<file path="src/rtl/supply_fault_pkg.sv">
package supply_fault_pkg;
  localparam int unsigned CH_UV = 0;
  localparam int unsigned CH_OV = 1;
  localparam int unsigned NCH   = 2;

  // bits needed to hold the value maxval
  function automatic int unsigned bits_for(input int unsigned maxval);
    return (maxval < 2) ? 1 : $clog2(maxval + 1);
  endfunction
endpackage

</file>
<file path="src/rtl/sfs_rst_sync.sv">
module sfs_rst_sync #(
  parameter int unsigned STAGES = 2
) (
  input  logic clk,
  input  logic rst_n,
  output logic rst_q_n
);
  logic [STAGES-1:0] sync_q;

  always_ff @(posedge clk or negedge rst_n) begin
    if (!rst_n) sync_q <= '0;
    else        sync_q <= {sync_q[STAGES-2:0], 1'b1};
  end

  assign rst_q_n = sync_q[STAGES-1];
endmodule

</file>
<file path="src/rtl/sfs_integrator.sv">
module sfs_integrator #(
  parameter int unsigned LEVEL = 4
) (
  input  logic clk,
  input  logic rst_n,
  input  logic raw_i,
  output logic flt_o
);
  import supply_fault_pkg::*;
  localparam int unsigned CW = bits_for(LEVEL);
  localparam logic [CW-1:0] TOP = CW'(LEVEL);

  logic [CW-1:0] cnt_q, cnt_d;
  logic          flt_q, flt_d;
  logic          cnt_en;

  always_comb begin
    cnt_d  = cnt_q;
    cnt_en = 1'b0;
    if (raw_i && (cnt_q != TOP)) begin
      cnt_d  = cnt_q + 1'b1;
      cnt_en = 1'b1;
    end else if (!raw_i && (cnt_q != '0)) begin
      cnt_d  = cnt_q - 1'b1;
      cnt_en = 1'b1;
    end
    flt_d = flt_q;
    if (cnt_d == TOP)     flt_d = 1'b1;
    else if (cnt_d == '0) flt_d = 1'b0;
  end

  always_ff @(posedge clk or negedge rst_n) begin
    if (!rst_n) begin
      cnt_q <= '0;
      flt_q <= 1'b0;
    end else begin
      if (cnt_en) cnt_q <= cnt_d;
      flt_q <= flt_d;
    end
  end

  assign flt_o = flt_q;
endmodule

</file>
<file path="src/rtl/sfs_hold_timer.sv">
module sfs_hold_timer #(
  parameter int unsigned PERIOD = 12
) (
  input  logic clk,
  input  logic rst_n,
  input  logic cond_i,
  input  logic clr_i,
  input  logic skip_i,
  output logic act_o,
  output logic act_nxt_o
);
  import supply_fault_pkg::*;
  localparam int unsigned TW = bits_for(PERIOD);
  localparam logic [TW-1:0] LAST = (PERIOD == 0) ? '0 : TW'(PERIOD - 1);
  localparam logic NO_WAIT = (PERIOD == 0);

  logic [TW-1:0] cnt_q, cnt_d;
  logic          act_q, act_d;

  always_comb begin
    act_d = act_q;
    cnt_d = cnt_q;
    if (clr_i) begin
      act_d = 1'b0;
      cnt_d = '0;
    end else if (cond_i) begin
      act_d = 1'b1;
      cnt_d = '0;
    end else if (act_q) begin
      if (skip_i || NO_WAIT || (cnt_q == LAST)) begin
        act_d = 1'b0;
        cnt_d = '0;
      end else begin
        cnt_d = cnt_q + 1'b1;
      end
    end
  end

  // reset leaves the output held, recovery begins once reset lifts
  always_ff @(posedge clk or negedge rst_n) begin
    if (!rst_n) begin
      act_q <= 1'b1;
      cnt_q <= '0;
    end else begin
      act_q <= act_d;
      cnt_q <= cnt_d;
    end
  end

  assign act_o     = act_q;
  assign act_nxt_o = act_d;
endmodule

</file>
<file path="src/rtl/supply_fault_seq.sv">
module supply_fault_seq #(
  parameter int unsigned FILT_LEVEL  = 4,
  parameter int unsigned TIMEOUT_CYC = 12
) (
  input  logic clk,
  input  logic rst_n,
  input  logic uv_cmp_i,
  input  logic ov_cmp_i,
  input  logic lockout_i,
  input  logic ov_unlatch_i,
  input  logic mute_i,
  input  logic tmr_skip_i,
  output logic uv_n_o,
  output logic ov_n_o
);
  import supply_fault_pkg::*;

  logic           rst_q_n;
  logic [NCH-1:0] raw_vec, flt_vec;
  logic           uv_cond, ov_cond;
  logic           uv_act, uv_act_d, ov_act, ov_act_d;
  logic           stuck_q, stuck_d;
  logic           uv_asrt_d, ov_asrt_d;
  logic           uv_n_q, ov_n_q;

  sfs_rst_sync #(.STAGES(2)) u_rst (
    .clk(clk), .rst_n(rst_n), .rst_q_n(rst_q_n)
  );

  assign raw_vec[CH_UV] = uv_cmp_i;
  assign raw_vec[CH_OV] = ov_cmp_i;

  for (genvar ch = 0; ch < NCH; ch++) begin : g_filt
    sfs_integrator #(.LEVEL(FILT_LEVEL)) u_int (
      .clk(clk), .rst_n(rst_q_n), .raw_i(raw_vec[ch]), .flt_o(flt_vec[ch])
    );
  end

  // lockout counts as an undervoltage and blocks overvoltage
  assign uv_cond = flt_vec[CH_UV] | lockout_i;
  assign ov_cond = flt_vec[CH_OV] & ~lockout_i;

  sfs_hold_timer #(.PERIOD(TIMEOUT_CYC)) u_uv_tmr (
    .clk(clk), .rst_n(rst_q_n), .cond_i(uv_cond), .clr_i(1'b0),
    .skip_i(tmr_skip_i), .act_o(uv_act), .act_nxt_o(uv_act_d)
  );

  sfs_hold_timer #(.PERIOD(TIMEOUT_CYC)) u_ov_tmr (
    .clk(clk), .rst_n(rst_q_n), .cond_i(ov_cond), .clr_i(lockout_i),
    .skip_i(tmr_skip_i), .act_o(ov_act), .act_nxt_o(ov_act_d)
  );

  // sticky overvoltage: captured while release control is low
  always_comb begin
    if (lockout_i || ov_unlatch_i) stuck_d = 1'b0;
    else                           stuck_d = stuck_q | ov_cond | ov_act;
  end

  always_comb begin
    uv_asrt_d = mute_i ? lockout_i : uv_act_d;
    ov_asrt_d = mute_i ? 1'b0      : (ov_act_d | stuck_d);
  end

  always_ff @(posedge clk or negedge rst_q_n) begin
    if (!rst_q_n) begin
      stuck_q <= 1'b0;
      uv_n_q  <= 1'b0;
      ov_n_q  <= 1'b0;
    end else begin
      stuck_q <= stuck_d;
      uv_n_q  <= ~uv_asrt_d;
      ov_n_q  <= ~ov_asrt_d;
    end
  end

  assign uv_n_o = uv_n_q;
  assign ov_n_o = ov_n_q;
endmodule

</file>
<file path="config.mk">
export PLATFORM = sky130hd
export DESIGN_NAME = supply_fault_seq
export DESIGN_NICKNAME = d
export VERILOG_FILES = /design/src/rtl/supply_fault_pkg.sv /design/src/rtl/sfs_rst_sync.sv /design/src/rtl/sfs_integrator.sv /design/src/rtl/sfs_hold_timer.sv /design/src/rtl/supply_fault_seq.sv
export SDC_FILE = /design/constraint.sdc
export NUM_CORES = 1
export LEC_CHECK = 0
export BUFFER_PORTS_ARGS = -buffer_cell sky130_fd_sc_hd__buf_4
export CAP_MARGIN = 20
export CORE_MARGIN = 5
export CORE_UTILIZATION = 50
export DETAILED_ROUTE_END_ITERATION = 10
export PLACE_DENSITY = 0.68
export SETUP_SLACK_MARGIN = 0.15
export SYNTH_ARGS = -nofsm -noshare
export SYNTH_HDL_FRONTEND = slang
export SYNTH_SLANG_ARGS = --single-unit
</file>
<file path="constraint.sdc">
create_clock -name clk -period 2 [get_ports clk]
set_clock_uncertainty 0.15 [all_clocks]
set_input_delay 0 -clock clk [delete_from_list [all_inputs] [get_ports clk]]
set_output_delay 0 -clock clk [all_outputs]
set_load 0.01 [all_outputs]
</file>
==> flow_summary.json <==
{
  "antenna_left": 0,
  "rows": 18,
  "cp.arrival_ps": 1850,
  "worst_ep_required_time_ps": 2040,
  "cts.clk_slew.worst_paths_ps": 120,
  "cts_buffers": 3,
  "ys_ff_latch": 23,
  "multiInputGateArea_sq_um": 639,
  "die_area_sq_um": 3560,
  "syn_to_final_growth_pct": 25.6,
  "grt_overflow_total": 0,
  "num_vias": 938,
  "rr_worst_depth": 7,
  "setup_tns_ps": 0,
  "synth_compound_area_share_pct": 11.4,
  "setup_viol": 0,
  "diodes": 0,
  "ir_worst_vdd_mv": 0.932,
  "r2r_setup_slack_ps": 190,
  "synth_top_family_by_area": "simple AND/OR/NAND/NOR gates",
  "worstReg2RegStart": "g_filt[1].u_int.cnt_q[1]$_DFFE_PN0P_",
  "synthesis.area_sq_um": 1230,
  "drt_iter0_markers": 32,
  "min_period_ps": 1810,
  "wl_per_cell_um": 13.2,
  "clkLatencyLatePin_ps": 300,
  "slew_violations": 0,
  "dp_hpwl_um": 1520,
  "synth-simple-area-share_pct": 19.9,
  "grt_max_degree": 22,
  "syn_avg_cell_area_sq_um": 10.4,
  "start_kind": "flip-flop",
  "cts_tree": "yes",
  "path_max_fanout": 3,
  "yosysWarnings": 0,
  "seqCellArea_sq_um": 578,
  "antenna_found_initial": 0,
  "maxCapViolations": 0,
  "criticalPathCategory": "reg -> reg",
  "firstDrtPassIters": 4,
  "h-tree-depth": 1,
  "syn_inst": 119,
  "final_cell_mix": "21 x dfrtp_1, 20 x buf_4, 11 x nor3_1",
  "fillers": 192,
  "final_common_cell": "dfrtp_1",
  "synth_mux_area_share_pct": 3.65,
  "powerDensity_nw_per_um2": 1260,
  "synthAdderAreaFrac_pct": 8.12,
  "numPortBuffers": 9,
  "drc_errors": 0,
  "period_share_pct": 90.5,
  "cp-end-kind": "flip-flop",
  "coreArea_sq_um": 2410,
  "synthDistinctLibCells": 33,
  "wl_um": 2360,
  "drive_above_1_share_pct": 28.2,
  "r2r-end": "g_filt[1].u_int.flt_o$_DFFE_PN0P_",
  "gp_congestion": 0.815,
  "grt_usage_pct": 14.6,
  "grt_pass1_vias": 913,
  "ioPinCount": 10,
  "hold_viol_final": 0,
  "clockBufferDepth": 2,
  "ys_seq_area_share_pct": 46.9,
  "power_leakage_nw": 0.695,
  "status": "complete, no violations",
  "hold_path.class": "reg -> async",
  "die_y_um": 59.6,
  "cts_sinks": 23,
  "grt_first_pass_wirelength_um": 4000,
  "timing.fmax_ghz": 0.552,
  "start_util_pct": 51.1,
  "grt_setup_unrepaired": "true",
  "nNetsFinal": 166,
  "final_util_pct": 64.2,
  "vias_per_cell": 5.24,
  "die_w_um": 59.6,
  "syn_nets": 135,
  "synth_xor_area_share_pct": 5.48,
  "cts_root_buf": "clkbuf_4"
}
[critical path: stages, from the launching register on]
cell and delay [ps]:
dfrtp_1 400, inv_2 70, ha_4 270, nor2_2 40
a311oi_2 180, o22ai_1 130, nor2_1 140, mux2_1 330
[kinds of logic (layout without fill, tap and decap cells)]
family,Yosys count,count (layout)
AO/OA/AOI/OAI,24,24
XOR/XNOR,6,6
adder cells (fa/ha/maj),8,8
buffers and inverters,10,40
flip-flops,23,23
multiplexers,4,4
other,1,1
AND/OR/NAND/NOR,43,43
[worst max-delay path by stage]
stage | start | end | slack, ps | depth (start not counted)
floorplan | g_filt[1].u_int.cnt_q[0]$_DFFE_PN0P_ | g_filt[1].u_int.flt_o$_DFFE_PN0P_ | 160 | 7
global placement | g_filt[1].u_int.cnt_q[0]$_DFFE_PN0P_ | g_filt[1].u_int.flt_o$_DFFE_PN0P_ | 50 | 7
detailed placement | g_filt[1].u_int.cnt_q[0]$_DFFE_PN0P_ | g_filt[1].u_int.flt_o$_DFFE_PN0P_ | 20 | 7
CTS | g_filt[1].u_int.cnt_q[0]$_DFFE_PN0P_ | g_filt[1].u_int.flt_o$_DFFE_PN0P_ | 80 | 7
global route | g_filt[1].u_int.cnt_q[1]$_DFFE_PN0P_ | g_filt[1].u_int.flt_o$_DFFE_PN0P_ | 100 | 7
finish | g_filt[1].u_int.cnt_q[1]$_DFFE_PN0P_ | g_filt[1].u_int.flt_o$_DFFE_PN0P_ | 190 | 7
[repair_timing]
action                                  4_1_cts  5_1_grt
pin swaps                                     0        5
hold buffers                                  9        0
endpoints found under the setup margin        2        2
gates resized for setup                       3        7
buffers inserted                              3        7
endpoints found under the hold margin        21        0
[cells in the mapped netlist (all sizes together)]
| cell type | count | area share [%] |
|---|---|---|
| ha | 8 | 8.1 |
| or3 | 1 | 0.51 |
| conb | 1 | 0.30 |
| xnor2 | 5 | 4.8 |
| mux2 | 4 | 3.7 |
| dfrtp | 21 | 43 |
| a22oi | 2 | 1.2 |
| inv | 7 | 2.1 |
| o21ai | 9 | 4.0 |
| nand3b | 6 | 3.7 |
| dfstp | 2 | 4.3 |
| a31oi | 1 | 0.51 |
| and3 | 2 | 1.0 |
| nor2b | 6 | 3.0 |
| a211oi | 1 | 0.61 |
| a311oi | 1 | 0.71 |
| nor3b | 3 | 1.8 |
| a21boi | 1 | 0.61 |
| and3b | 2 | 1.5 |
| buf | 2 | 1.8 |
| xor2 | 1 | 0.71 |
| nor3 | 11 | 4.5 |
| o22ai | 1 | 0.51 |
| nor2 | 9 | 2.9 |
| nand2 | 3 | 0.91 |
| a21oi | 8 | 3.2 |
| clkbuf | 1 | 0.30 |
[state kept, by name (all words and copies together) (netlist names), 2 cells and up]
name	cells
g_filt.u_int.cnt_q	6
u_uv_tmr.cnt_q	4
u_ov_tmr.cnt_q	4
g_filt.u_int.flt_o	2
u_rst.sync_q	2
[where the power goes]
group	internal [mW]	switching (mW)	total (mW)	leakage [nW]
clock	0.0775	0.127	0.205	0.0150
sequential	0.586	0.136	0.722	0.281
combinational	0.557	0.467	1.02	0.399
total	1.22	0.730	1.95	0.695
[layer usage]
| metal | up-vias | wire length (um) | global-route usage [%] | share of wire, % |
|---|---|---|---|---|
| li1 | 479 | - | - | - |
| met1 | 451 | 1070 | 19.1 | 45 |
| met2 | 6 | 1240 | 25.3 | 53 |
| met3 | 2 | 23 | 0.654 | 0.97 |
| met4 | 0 | 28 | 5.70 | 1.2 |
| met5 | - | 0 | 0 | 0 |
[metrics by stage]
step / worst slack (ps) / cell area (sq um) / std cells / power, mW / hold slack, ps
after CTS: 80.0 / 1480 / 172 / 1.77 / 75.3
after detailed placement: 21.0 / 1320 / 156 / 1.43 / -366
after global placement: 49.2 / 1320 / 156 / 1.39 / -368
after floorplan: 162 / 1230 / 119 / 1.30 / -446
final: 189 / 1550 / 179 / 1.95 / 98.9
after global routing: 97.7 / 1550 / 179 / 2.11 / 149
[layout make-up]
class                   count  area share [%]
multi-input cells          86            41.3
flip-flops and latches     23            37.3
repair buffers             29            15.5
well taps                  30            2.43
clock buffers               4            1.70
inverters                   7            1.70
Power figures use the tool's default switching activity.
